$ cat src/rtl/uart_cmd_pkg.sv
package uart_cmd_pkg;

  localparam logic [7:0] SYNC_BYTE     = 8'h55;
  localparam logic [4:0] CMD_READBACK  = 5'd9;
  localparam logic [4:0] CMD_REG_WRITE = 5'd10;

  typedef enum logic [1:0] {PS_IDLE, PS_CMD, PS_DATA, PS_CSUM} pstate_t;
  typedef enum logic [1:0] {RS_IDLE, RS_WAIT, RS_SEND} rstate_t;

  // 8-bit add with the carry folded back into bit 0
  function automatic logic [7:0] eac_add(input logic [7:0] a, input logic [7:0] b);
    logic [8:0] s;
    s = {1'b0, a} + {1'b0, b};
    return s[7:0] + {7'd0, s[8]};
  endfunction

  function automatic logic is_record(input logic [4:0] c);
    return (c <= 5'd5) || ((c >= 5'd18) && (c <= 5'd23));
  endfunction

  function automatic logic [1:0] arg_count(input logic [4:0] c);
    return (c == CMD_REG_WRITE) ? 2'd2 : 2'd0;
  endfunction

endpackage

$ cat src/rtl/uart_frm_parser.sv
module uart_frm_parser
  import uart_cmd_pkg::*;
#(
  parameter logic [2:0] DEV_ADDR       = 3'd2,
  parameter int         TIMEOUT_CYCLES = 120
) (
  input  logic       clk,
  input  logic       rst_n,
  input  logic       rx_valid,
  input  logic [7:0] rx_byte,
  output logic       acc_valid,
  output logic [4:0] acc_cmd,
  output logic [7:0] acc_arg0,
  output logic [7:0] acc_arg1
);

  localparam int              GW       = $clog2(TIMEOUT_CYCLES + 1);
  localparam logic [GW-1:0]   GAP_LAST = GW'(TIMEOUT_CYCLES - 1);

  pstate_t       state_q, state_d;
  logic [7:0]    cmd_q, cmd_d;
  logic [7:0]    sum_q, sum_d;
  logic [7:0]    arg0_q, arg0_d;
  logic [7:0]    arg1_q, arg1_d;
  logic [1:0]    cnt_q, cnt_d;
  logic [GW-1:0] gap_q, gap_d;
  logic          upd;

  assign upd = rx_valid || (state_q != PS_IDLE);

  always_comb begin
    state_d   = state_q;
    cmd_d     = cmd_q;
    sum_d     = sum_q;
    arg0_d    = arg0_q;
    arg1_d    = arg1_q;
    cnt_d     = cnt_q;
    gap_d     = gap_q;
    acc_valid = 1'b0;
    if (rx_valid) begin
      gap_d = '0;
      unique case (state_q)
        PS_IDLE: if (rx_byte == SYNC_BYTE) state_d = PS_CMD;
        PS_CMD: begin
          cmd_d = rx_byte;
          sum_d = rx_byte;
          cnt_d = 2'd0;
          if (rx_byte[4:0] == CMD_READBACK) begin
            acc_valid = (rx_byte[7:5] == DEV_ADDR);
            state_d   = PS_IDLE;
          end else if (arg_count(rx_byte[4:0]) != 2'd0) begin
            state_d = PS_DATA;
          end else begin
            state_d = PS_CSUM;
          end
        end
        PS_DATA: begin
          if (cnt_q == 2'd0) arg0_d = rx_byte;
          else               arg1_d = rx_byte;
          sum_d = eac_add(sum_q, rx_byte);
          cnt_d = cnt_q + 2'd1;
          if (cnt_d == arg_count(cmd_q[4:0])) state_d = PS_CSUM;
        end
        PS_CSUM: begin
          acc_valid = (rx_byte == ~sum_q) && (cmd_q[7:5] == DEV_ADDR);
          state_d   = PS_IDLE;
        end
        default: state_d = PS_IDLE;
      endcase
    end else if (state_q != PS_IDLE) begin
      if (gap_q == GAP_LAST) begin
        state_d = PS_IDLE;
        gap_d   = '0;
      end else begin
        gap_d = gap_q + 1'b1;
      end
    end
  end

  assign acc_cmd  = (state_q == PS_CMD) ? rx_byte[4:0] : cmd_q[4:0];
  assign acc_arg0 = arg0_q;
  assign acc_arg1 = arg1_q;

  always_ff @(posedge clk or negedge rst_n) begin
    if (!rst_n) begin
      state_q <= PS_IDLE;
      cmd_q   <= '0;
      sum_q   <= '0;
      arg0_q  <= '0;
      arg1_q  <= '0;
      cnt_q   <= '0;
      gap_q   <= '0;
    end else if (upd) begin
      state_q <= state_d;
      cmd_q   <= cmd_d;
      sum_q   <= sum_d;
      arg0_q  <= arg0_d;
      arg1_q  <= arg1_d;
      cnt_q   <= cnt_d;
      gap_q   <= gap_d;
    end
  end

  // a non-sync byte while idle never opens a frame
  a_r1_sync_gate: assert property (@(posedge clk) disable iff (!rst_n)
    (state_q == PS_IDLE && rx_valid && rx_byte != SYNC_BYTE) |=> (state_q == PS_IDLE));

  // a stalled partial frame is dropped when the gap limit is reached
  a_r10_gap_drop: assert property (@(posedge clk) disable iff (!rst_n)
    (state_q != PS_IDLE && !rx_valid && gap_q == GAP_LAST) |=> (state_q == PS_IDLE));

  // nothing is accepted before a command byte has been seen
  a_r2_no_accept_idle: assert property (@(posedge clk) disable iff (!rst_n)
    (state_q == PS_IDLE) |-> !acc_valid);

endmodule

$ cat src/rtl/uart_cfg_regs.sv
module uart_cfg_regs #(
  parameter int NREG = 4
) (
  input  logic              clk,
  input  logic              rst_n,
  input  logic              wr_en,
  input  logic [7:0]        wr_addr,
  input  logic [7:0]        wr_data,
  output logic [NREG*8-1:0] regs_flat
);

  localparam logic [8:0] NREG_W = 9'(NREG);

  for (genvar i = 0; i < NREG; i++) begin : g_reg
    logic       hit;
    logic [7:0] val_q;
    assign hit = wr_en && (wr_addr == 8'(i));
    always_ff @(posedge clk or negedge rst_n) begin
      if (!rst_n)   val_q <= '0;
      else if (hit) val_q <= wr_data;
    end
    assign regs_flat[8*i +: 8] = val_q;
  end

  // an index beyond the file leaves every register as it was
  a_r3_oob_ignored: assert property (@(posedge clk) disable iff (!rst_n)
    (wr_en && ({1'b0, wr_addr} >= NREG_W)) |=> $stable(regs_flat));

  // without a write strobe the file holds
  a_r4_no_write_hold: assert property (@(posedge clk) disable iff (!rst_n)
    !wr_en |=> $stable(regs_flat));

endmodule

$ cat src/rtl/uart_rec_timer.sv
module uart_rec_timer #(
  parameter int REC_CYCLES = 200
) (
  input  logic       clk,
  input  logic       rst_n,
  input  logic       start,
  input  logic       abort,
  input  logic [4:0] cmd_in,
  output logic       busy,
  output logic [4:0] rec_cmd
);

  localparam int            CW       = $clog2(REC_CYCLES + 1);
  localparam logic [CW-1:0] CNT_LOAD = CW'(REC_CYCLES - 1);

  logic          busy_q, busy_d;
  logic [CW-1:0] cnt_q, cnt_d;
  logic [4:0]    cmd_q;
  logic          upd;

  assign upd = start || abort || busy_q;

  always_comb begin
    busy_d = busy_q;
    cnt_d  = cnt_q;
    if (start) begin
      busy_d = 1'b1;
      cnt_d  = CNT_LOAD;
    end else if (abort) begin
      busy_d = 1'b0;
      cnt_d  = '0;
    end else if (busy_q) begin
      if (cnt_q == '0) busy_d = 1'b0;
      else             cnt_d  = cnt_q - 1'b1;
    end
  end

  always_ff @(posedge clk or negedge rst_n) begin
    if (!rst_n) begin
      busy_q <= 1'b0;
      cnt_q  <= '0;
    end else if (upd) begin
      busy_q <= busy_d;
      cnt_q  <= cnt_d;
    end
  end

  always_ff @(posedge clk or negedge rst_n) begin
    if (!rst_n)     cmd_q <= '0;
    else if (start) cmd_q <= cmd_in;
  end

  assign busy    = busy_q;
  assign rec_cmd = cmd_q;

  // a record start opens the interval and tags it with the command
  a_r5_start_busy: assert property (@(posedge clk) disable iff (!rst_n)
    start |=> (busy && rec_cmd == $past(cmd_in)));

  // preemption without a new record ends the interval at once
  a_r6_abort_clears: assert property (@(posedge clk) disable iff (!rst_n)
    (abort && !start) |=> !busy);

endmodule

$ cat src/rtl/uart_reply_tx.sv
module uart_reply_tx
  import uart_cmd_pkg::*;
#(
  parameter int NREG       = 4,
  parameter int BIT_CYCLES = 8
) (
  input  logic              clk,
  input  logic              rst_n,
  input  logic              start,
  input  logic              cancel,
  input  logic [NREG*8-1:0] regs_flat,
  input  logic              tx_ready,
  output logic              tx_valid,
  output logic [7:0]        tx_byte
);

  localparam int            IW       = $clog2(NREG + 1);
  localparam int            WW       = $clog2(BIT_CYCLES + 1);
  localparam logic [IW-1:0] IDX_LAST = IW'(NREG);
  localparam logic [WW-1:0] WAIT_LD  = WW'(BIT_CYCLES - 1);

  rstate_t       state_q, state_d;
  logic [IW-1:0] idx_q, idx_d;
  logic [WW-1:0] wcnt_q, wcnt_d;
  logic [7:0]    csum, cur;
  logic          upd;

  always_comb begin
    logic [7:0] acc;
    acc = 8'd0;
    for (int i = 0; i < NREG; i++) acc = eac_add(acc, regs_flat[8*i +: 8]);
    csum = ~acc;
  end

  always_comb begin
    cur = csum;
    for (int i = 0; i < NREG; i++) begin
      if (idx_q == IW'(i)) cur = regs_flat[8*i +: 8];
    end
  end

  assign upd = start || cancel || (state_q != RS_IDLE);

  always_comb begin
    state_d = state_q;
    idx_d   = idx_q;
    wcnt_d  = wcnt_q;
    if (start) begin
      state_d = RS_WAIT;
      idx_d   = '0;
      wcnt_d  = WAIT_LD;
    end else if (cancel) begin
      state_d = RS_IDLE;
    end else begin
      unique case (state_q)
        RS_WAIT: begin
          if (wcnt_q == '0) state_d = RS_SEND;
          else              wcnt_d  = wcnt_q - 1'b1;
        end
        RS_SEND: begin
          if (tx_ready) begin
            if (idx_q == IDX_LAST) state_d = RS_IDLE;
            else                   idx_d   = idx_q + 1'b1;
          end
        end
        default: state_d = RS_IDLE;
      endcase
    end
  end

  always_ff @(posedge clk or negedge rst_n) begin
    if (!rst_n) begin
      state_q <= RS_IDLE;
      idx_q   <= '0;
      wcnt_q  <= '0;
    end else if (upd) begin
      state_q <= state_d;
      idx_q   <= idx_d;
      wcnt_q  <= wcnt_d;
    end
  end

  assign tx_valid = (state_q == RS_SEND);
  assign tx_byte  = cur;

  // an offered byte waits, unchanged, for the transmitter
  a_r8_hold: assert property (@(posedge clk) disable iff (!rst_n)
    (tx_valid && !tx_ready && !start && !cancel) |=> (tx_valid && $stable(tx_byte)));

  // no byte is offered in the cycle after a request
  a_r8_no_early: assert property (@(posedge clk) disable iff (!rst_n)
    start |=> !tx_valid);

  // cancellation silences the reply
  a_r9_cancel: assert property (@(posedge clk) disable iff (!rst_n)
    (cancel && !start) |=> !tx_valid);

endmodule

$ cat src/rtl/uart_cmd_slave.sv
module uart_cmd_slave
  import uart_cmd_pkg::*;
#(
  parameter logic [2:0] DEV_ADDR     = 3'd2,
  parameter int         NREG         = 4,
  parameter int         BIT_CYCLES   = 8,
  parameter int         TIMEOUT_BITS = 15,
  parameter int         REC_CYCLES   = 200
) (
  input  logic              clk,
  input  logic              rst_n,
  input  logic              rx_valid,
  input  logic [7:0]        rx_byte,
  input  logic              tx_ready,
  output logic              tx_valid,
  output logic [7:0]        tx_byte,
  output logic              busy,
  output logic [4:0]        rec_cmd,
  output logic [NREG*8-1:0] cfg_regs
);

  localparam int TIMEOUT_CYCLES = TIMEOUT_BITS * BIT_CYCLES;

  logic [1:0] rst_sync_q;
  logic       rst_int_n;

  always_ff @(posedge clk or negedge rst_n) begin
    if (!rst_n) rst_sync_q <= 2'b00;
    else        rst_sync_q <= {rst_sync_q[0], 1'b1};
  end
  assign rst_int_n = rst_sync_q[1];

  logic       acc_valid;
  logic [4:0] acc_cmd;
  logic [7:0] acc_arg0, acc_arg1;
  logic       wr_en, rec_start, reply_start, reply_cancel;

  uart_frm_parser #(
    .DEV_ADDR       (DEV_ADDR),
    .TIMEOUT_CYCLES (TIMEOUT_CYCLES)
  ) u_parser (
    .clk       (clk),
    .rst_n     (rst_int_n),
    .rx_valid  (rx_valid),
    .rx_byte   (rx_byte),
    .acc_valid (acc_valid),
    .acc_cmd   (acc_cmd),
    .acc_arg0  (acc_arg0),
    .acc_arg1  (acc_arg1)
  );

  assign wr_en        = acc_valid && (acc_cmd == CMD_REG_WRITE);
  assign rec_start    = acc_valid && is_record(acc_cmd);
  assign reply_start  = acc_valid && (acc_cmd == CMD_READBACK);
  assign reply_cancel = acc_valid && !reply_start;

  uart_cfg_regs #(
    .NREG (NREG)
  ) u_regs (
    .clk       (clk),
    .rst_n     (rst_int_n),
    .wr_en     (wr_en),
    .wr_addr   (acc_arg0),
    .wr_data   (acc_arg1),
    .regs_flat (cfg_regs)
  );

  uart_rec_timer #(
    .REC_CYCLES (REC_CYCLES)
  ) u_rec (
    .clk     (clk),
    .rst_n   (rst_int_n),
    .start   (rec_start),
    .abort   (acc_valid),
    .cmd_in  (acc_cmd),
    .busy    (busy),
    .rec_cmd (rec_cmd)
  );

  uart_reply_tx #(
    .NREG       (NREG),
    .BIT_CYCLES (BIT_CYCLES)
  ) u_reply (
    .clk       (clk),
    .rst_n     (rst_int_n),
    .start     (reply_start),
    .cancel    (reply_cancel),
    .regs_flat (cfg_regs),
    .tx_ready  (tx_ready),
    .tx_valid  (tx_valid),
    .tx_byte   (tx_byte)
  );

  // an accepted command triggers at most one kind of action
  a_r11_one_action: assert property (@(posedge clk) disable iff (!rst_int_n)
    $onehot0({wr_en, rec_start, reply_start}));

  // outputs are quiet while held in reset
  a_r12_reset_quiet: assert property (@(posedge clk)
    !rst_int_n |-> (!busy && !tx_valid));

endmodule

$ cat config.mk
export PLATFORM = sky130hd
export DESIGN_NAME = uart_cmd_slave
export DESIGN_NICKNAME = d
export VERILOG_FILES = /design/src/rtl/uart_cmd_pkg.sv /design/src/rtl/uart_frm_parser.sv /design/src/rtl/uart_cfg_regs.sv /design/src/rtl/uart_rec_timer.sv /design/src/rtl/uart_reply_tx.sv /design/src/rtl/uart_cmd_slave.sv
export SDC_FILE = /design/constraint.sdc
export NUM_CORES = 1
export LEC_CHECK = 0
export CORE_UTILIZATION = 50
export DETAILED_ROUTE_END_ITERATION = 12
export DONT_BUFFER_PORTS = 1
export PLACE_DENSITY = 0.75
export REMOVE_ABC_BUFFERS = 1
export SLEW_MARGIN = 20
export SYNTH_ARGS = -nofsm -noshare
export SYNTH_HDL_FRONTEND = slang
export SYNTH_SLANG_ARGS = --single-unit
$ cat constraint.sdc
create_clock -name clk -period 8.89 [get_ports clk]
set_input_delay 1.778 -clock clk [delete_from_list [all_inputs] [get_ports clk]]
set_output_delay 1.778 -clock clk [all_outputs]
set_load 0.02 [all_outputs]
# Word level (Yosys, flattened, before mapping)
# Index checks and enable logic that the tools add are counted.
[word_totals]
output_inout_bits = 47
register_bits = 100
wordCells = 158
[classes]
add_sub_neg = 13
n_eq_ne = 32
bitwise_logic = 3
reduce_logical = 43
n_lt_le_gt_ge = 3
n_mux = 46
[op_table]
columns = ["operator", "count"]
rows = [
  ["$mux 8", 8],
  ["$add 8x8->9", 4],
  ["$add 8x1->8", 4],
  ["$mux 2", 13],
  ["$eq 5x4->1 const B", 5],
  ["$mux 7", 3],
  ["$reduce_bool 2->1", 9],
  ["$eq 8x2->1 const B", 2],
  ["$logic_not 8->1", 2],
  ["$mux 4", 4],
  ["$not 8->8", 2],
  ["$pmux 8 s2", 1],
  ["$reduce_and 4->1", 4],
  ["$mux 3", 5],
  ["$eq 3x2->1 const B", 4],
  ["$logic_and 1x1->1", 10],
  ["$reduce_and 5->1", 2],
  ["$ne 3x2->1 const B", 3],
  ["$reduce_and 3->1", 3],
  ["$eq 8x1->1 const B", 1],
  ["$eq 8x7->1 const B", 1],
  ["$eq 8x8->1", 1],
  ["$ne 4x2->1 const B", 2],
  ["$pmux 2 s2", 2],
  ["28 further kinds", 45],
]

# Logic depth before layout (Yosys ltp)
[depth]
word_depth = 11
ltp_mapped = 38
depth_no_buf = 38

# By module
# A second synthesis with hierarchy kept.
[hier_totals]
hier_cells = 688
area_unflattened_um2 = 7010.5
[by_module_without_submodules]
columns = ["module", "cells_each", "instances", "seq_area_each_um2", "area_per_inst_um2"]
rows = [
  ["uart_frm_parser", 255, 1, 1076.0, 2655.0],
  ["uart_reply_tx", 276, 1, 225.2, 2183.3],
  ["uart_cfg_regs", 71, 1, 800.8, 1261.2],
  ["uart_rec_timer", 74, 1, 350.3, 788.3],
  ["uart_cmd_slave", 12, 1, 50.0, 122.6],
]

# Least setup slack after synthesis
# Ideal clock, no wire load.
[synth_timing]
path_type = "register -> output"
startpoint = "register u_regs.g_reg[0].val_q[0]"
endpoint = "output tx_byte[2]"
arrival_ns = 7.198
path_stages_with_launch = 35
path_slack_ns = -0.086
path_cell_list = "dfrtp_1 ha_1 fa_1 a211oi_1 o21bai_1 a21oi_1 nor2b_1 o21ai_0 nand2b_1 ha_1 and3_1 xor2_1 ha_1 a21oi_1 nand2_1 a21o_1 a21oi_1 nor2b_1 o21ai_0 nand2b_1 ha_1 ha_1 fa_1 a211o_1 a31o_2 a21oi_1 nor2b_1 o21ai_0 nand2b_1 ha_1 ha_1 or2_2 a311oi_1 a211oi_1 o31ai_1"
[synth_via]
elab_chain_len = 11
[synth_rtl]
columns = ["element", "line", "source"]
rows = [
  ["from (decl)", "uart_cfg_regs.sv:16", "logic [7:0] val_q;"],
  ["from (signal assigned)", "uart_cfg_regs.sv:20", "else if (hit) val_q <= wr_data;"],
  ["$add 8x8->9", "uart_cmd_pkg.sv:13", "s = {1'b0, a} + {1'b0, b};"],
  ["$add 8x1->8", "uart_cmd_pkg.sv:14", "return s[7:0] + {7'd0, s[8]};"],
  ["$add 8x8->9", "uart_cmd_pkg.sv:13", ""],
  ["$add 8x1->8", "uart_cmd_pkg.sv:14", ""],
  ["$add 8x8->9", "uart_cmd_pkg.sv:13", ""],
  ["$add 8x1->8", "uart_cmd_pkg.sv:14", ""],
  ["$not 8->8", "uart_reply_tx.sv:32", "csum = ~acc;"],
  ["$mux 8 (4 in a row)", "uart_reply_tx.sv:38", "if (idx_q == IW'(i)) cur = regs_flat[8*i +: 8];"],
  ["to (decl)", "uart_cmd_slave.sv:16", "output logic [7:0] tx_byte,"],
]
# No other way between the ends.

# Final worst setup path
# Same ends and word-level chain as after synthesis.

==> reports/qor_table.md <==
| Quantity | This run | Unit |
|---|---|---|
| Run status | completed | - |
| Ratio of cells with drive above 1 in the final layout | 21.2 | % |
| Worst hold slack | 0.274 | ns |
| DIE AREA | 0.0142 | mm² |
| Placement-stage cell area | 0.00717 | mm² |
| Maximum number of pins on one net before global-route repair | 65 | - |
| Critical path data arrival time | 7.06 | ns |
| Slew of the pin with the lowest slew margin | 0.966 | ns |
| Core box area | 0.0133 | mm² |
| Number of buffers added to fix hold violations after cts | 0 | - |
| Type of origin of the critical path | flip-flop | - |
| R2R setup slack | 5.63 | ns |
| Area growth from synthesis to layout | 12.6 | % |
| Setup CP Type | flip-flop to output pin | - |
| DR iter-0 viols | 392 | - |
| Std-Cell Rows | 42 | - |
| GR Util All Layers | 24.3 | % |
| DPL Wire Length | 12.3 | mm |
| Routed vias | 5,465 | - |
| CP endpoint | tx_byte[2] | - |
| Overall power consumption | 1820 | µW |
| Area of combinational cells with multiple inputs | 0.00432 | mm² |
| Post-detailed-route DRC marker count | 0 | - |
| Clock root cell | sky130_fd_sc_hd__clkbuf_16 | - |
| Standard cell with the maximum stage delay on the critical path | sky130_fd_sc_hd__dfrtp_1 | - |
| Endpoint of the worst register-to-register path | u_regs.g_reg[2].val_q[0] | - |
| H-tree depth reported by CTS | 3 | - |
| Final wirelength | 16.8 | mm |
| Hold Path Class | flip-flop to asynchronous set/reset pin | - |
| Post-Place Cells | 876 | - |
| Count leader, synth | sky130_fd_sc_hd__dfrtp_1 | - |
| Worst voltage drop across the vdd grid | 0.155 | mV |
| Most frequent cells after synthesis | sky130_fd_sc_hd__dfrtp_1, sky130_fd_sc_hd__nand2_1, sky130_fd_sc_hd__ha_1 | - |
| Average wire per standard cell | 18.5 | µm |
| CTS Sinks | 100 | - |
| Antenna violations before repair | 0 | - |
| Filler cell count | 1,100 | - |
| Type of destination of the critical path | output pin | - |
| Area of the mapped netlist | 0.00684 | mm² |
| Mean cell area of the mapped netlist | 9.86 | µm² |
| Number of inserted diodes | 0 | - |
| Placer congestion estimate | 1.02 | - |
| Maximum fanout along the worst path | 4 | - |
| Die span in x | 119 | µm |
| Number of synthesized flops with an enable pin | 0 | - |
| Lkg Pwr | 0.00363 | µW |
| Worst reg2reg path startpoint | u_parser.state_q[1] | - |
| Max Clock Skew | 0.00892 | ns |
| Number of max-cap violations | 0 | - |
| Final clock period utilization by the worst path | 99.5 | % |
| Initial Util | 51.5 | % |
| Layout net count | 801 | - |
| Vias in the first global route | 5,481 | - |
| Final instance area | 0.00771 | mm² |
| Worst slack at placement | -0.149 | ns |
| Most common flop cell mapped by yosys | sky130_fd_sc_hd__dfrtp_1 | - |
| Sequential cell area | 0.00251 | mm² |
| Final hold violation count | 0 | - |
| Dominant cells by area after synthesis | sky130_fd_sc_hd__dfrtp_1, sky130_fd_sc_hd__ha_1, sky130_fd_sc_hd__mux2_2 | - |
| Buffering stage count on the worst path with inverters included | 1 | - |
| Remaining global-route overflow | 0 | - |
| RSZ-0062 raised after global routing | yes | - |
| Clock slew at the register clock pins of the worst setup and hold paths | 0.07 | ns |
| Max Buffers Root-to-Sink | 2 | - |
| Mean number of vias per cell | 6.02 | - |
| Achievable Freq | 0.113 | GHz |
| Minimum clock period after layout | 8.84 | ns |
| Share of Yosys cell area claimed by the top area cell type | 36.6 | % |
| # port buffers | 0 | - |
| Count of state elements after synthesis | 100 | - |
| Yosys warns | 0 | - |
| Netlist cell types | 65 | - |
| Number of instances in the synthesized netlist | 694 | - |
| Cell type with the largest total area after synthesis | sky130_fd_sc_hd__dfrtp_1 | - |
| Most repeated library cell on the critical path | sky130_fd_sc_hd__ha_2 | - |
| CP Data Required Time | 7.11 | ns |
| Length of the first detailed-routing pass in iterations | 5 | - |
| Final Instance Count excl. Fillers | 908 | - |
| Largest delay share family, worst path | compound AO/OA/AOI/OAI gates | - |
| Final setup viols | 0 | - |
| Final setup slack of the worst path | 0.0479 | ns |
| Pwr dens | 235 | mW/mm² |
| Boundary pin count | 59 | - |
| Share of the yosys chip area belonging to registers | 36.6 | % |
| Die Height | 119 | µm |
| Number of cells on the worst reg-to-reg path | 8 | - |
| Num CTS Buffers | 9 | - |
| Critical path startpoint | u_regs.g_reg[0].val_q[0] | - |
| Cell depth of the worst setup path | 37 | - |
| Clock insertion delay at the later pin of the skew report | 0.34 | ns |
| Final Max Slew Viols | 0 | - |
| Number of nets with antenna violations after routing | 0 | - |
| FFs w/ async S/R, synth | 100 | % |
| Wire length of the first global-routing pass | 27.4 | mm |
| TritonCTS clock tree | yes | - |
| Worst relative slew slack | 35.5 | % |
| Max stage delay on crit path | 0.39 | ns |
-- placed cells by master, fill, tap and decap left out, drive strengths merged, types with 4 or more instances in the layout --
cell | netlist | final
nor2 | 56 | 56
nand4 | 10 | 10
and2 | 5 | 5
o21ai | 40 | 40
nand3 | 18 | 18
o211ai | 5 | 5
xnor2 | 30 | 30
inv | 19 | 20
nor3 | 14 | 14
mux2i | 11 | 11
a21oi | 33 | 33
nor2b | 12 | 12
nand3b | 4 | 4
clkbuf | 15 | 10
ha | 58 | 58
o221ai | 4 | 4
a211oi | 12 | 12
and3 | 9 | 9
nand2b | 12 | 12
buf | 3 | 40
mux2 | 57 | 57
nor3b | 6 | 6
a21o | 9 | 9
or2 | 4 | 4
xor2 | 24 | 24
nand2 | 68 | 68
dfrtp | 100 | 100
fa | 4 | 4
nor4 | 6 | 6
-- cell type report --
cell class / instances / share of cell area [%]
Clock buffer: 10 / 3.10
Sequential cell: 100 / 32.5
Inverter: 19 / 0.925
Clock inverter: 6 / 0.633
Timing Repair Buffer: 40 / 3.90
Tap cell: 176 / 2.86
Multi-Input combinational cell: 557 / 56.1
-- worst register-to-register path, stage by stage (launching register included) --
cell and delay, ns:
sky130_fd_sc_hd__dfrtp_1 0.43, sky130_fd_sc_hd__inv_1 0.14, sky130_fd_sc_hd__ha_1 0.55, sky130_fd_sc_hd__nand4bb_4 0.18
sky130_fd_sc_hd__nor4_4 0.20, sky130_fd_sc_hd__o21ai_2 0.28, sky130_fd_sc_hd__nand2b_4 0.26, sky130_fd_sc_hd__nor4b_4 0.76
sky130_fd_sc_hd__mux2_4 0.36
-- report_power, final --
group / leakage (µW) / switching, µW / total (µW) / internal [µW]
clock: 0.000137 / 175 / 375 / 200
sequential: 0.00131 / 94.0 / 647 / 553
combinational: 0.00219 / 456 / 794 / 337
-- logic make-up after synthesis --
group | share of synthesized area, %
and+or+nand+nor | 18.7
DFF | 36.6
muxes | 11.4
buffers and inverters | 2.18
xor gates and xnor gates | 6.91
adders and majority gates | 11.8
AOI/OAI and AO/OA | 12.4
other | 0.0548
-- state kept, by name, summed over array words and instances, names as in the netlist --
name               flops
u_rec.cnt_q            8
u_rec.rec_cmd          5
u_parser.acc_arg1      8
u_reply.idx_q          3
u_reply.state_q        2
u_parser.state_q       2
u_regs.g.val_q        32
u_parser.sum_q         8
rst_sync_q             2
u_reply.wcnt_q         4
u_parser.cmd_q         8
u_parser.cnt_q         2
u_rec.busy             1
u_parser.gap_q         7
u_parser.acc_arg0      8
-- timing repair --
item	4_1_cts	5_1_grt
hold endpoints to repair	0	0
cloned	0	0
setup endpoints to repair	7	7
gates resized for setup	14	19
pin swaps	14	27
buffers inserted	9	7
-- per-stage QoR --
step / setup TNS (ns) / utilization [%]
5_1_grt: -0.817 / 58.0
4_1_cts: 0 / 57.0
2_1_floorplan: -0.0962 / -
3_3_place_gp: 0 / 53.9
3_5_place_dp: -0.158 / 53.9
6_report: 0 / 58.0
-- layer usage --
metal	up-vias	part of all wire, %	track usage [%]
met5	-	0	0
met4	0	2.4	7.75
met3	40	6.8	4.89
met2	201	49	41.2
met1	2660	42	30.9
li1	2564	-	-
-- how the worst min path moves through the flow --
| stage | start | end | slack (ns) | cells after the start |
|---|---|---|---|---|
| 6_report | rst_sync_q[1] | u_regs.g_reg[2].val_q[1] | 0.27 | 0 |
| 5_1_grt | rst_sync_q[1] | u_regs.g_reg[2].val_q[1] | 0.33 | 0 |
| 4_1_cts | rst_sync_q[1] | u_parser.gap_q[4] | 0.30 | 0 |
| 3_5_place_dp | rst_sync_q[1] | u_regs.g_reg[0].val_q[0] | 0.30 | 0 |
| 3_3_place_gp | rst_sync_q[1] | u_regs.g_reg[1].val_q[1] | 0.28 | 0 |
| 2_1_floorplan | rst_sync_q[0] | rst_sync_q[1] | 0.33 | 0 |
(Power assumes the default switching activity.)
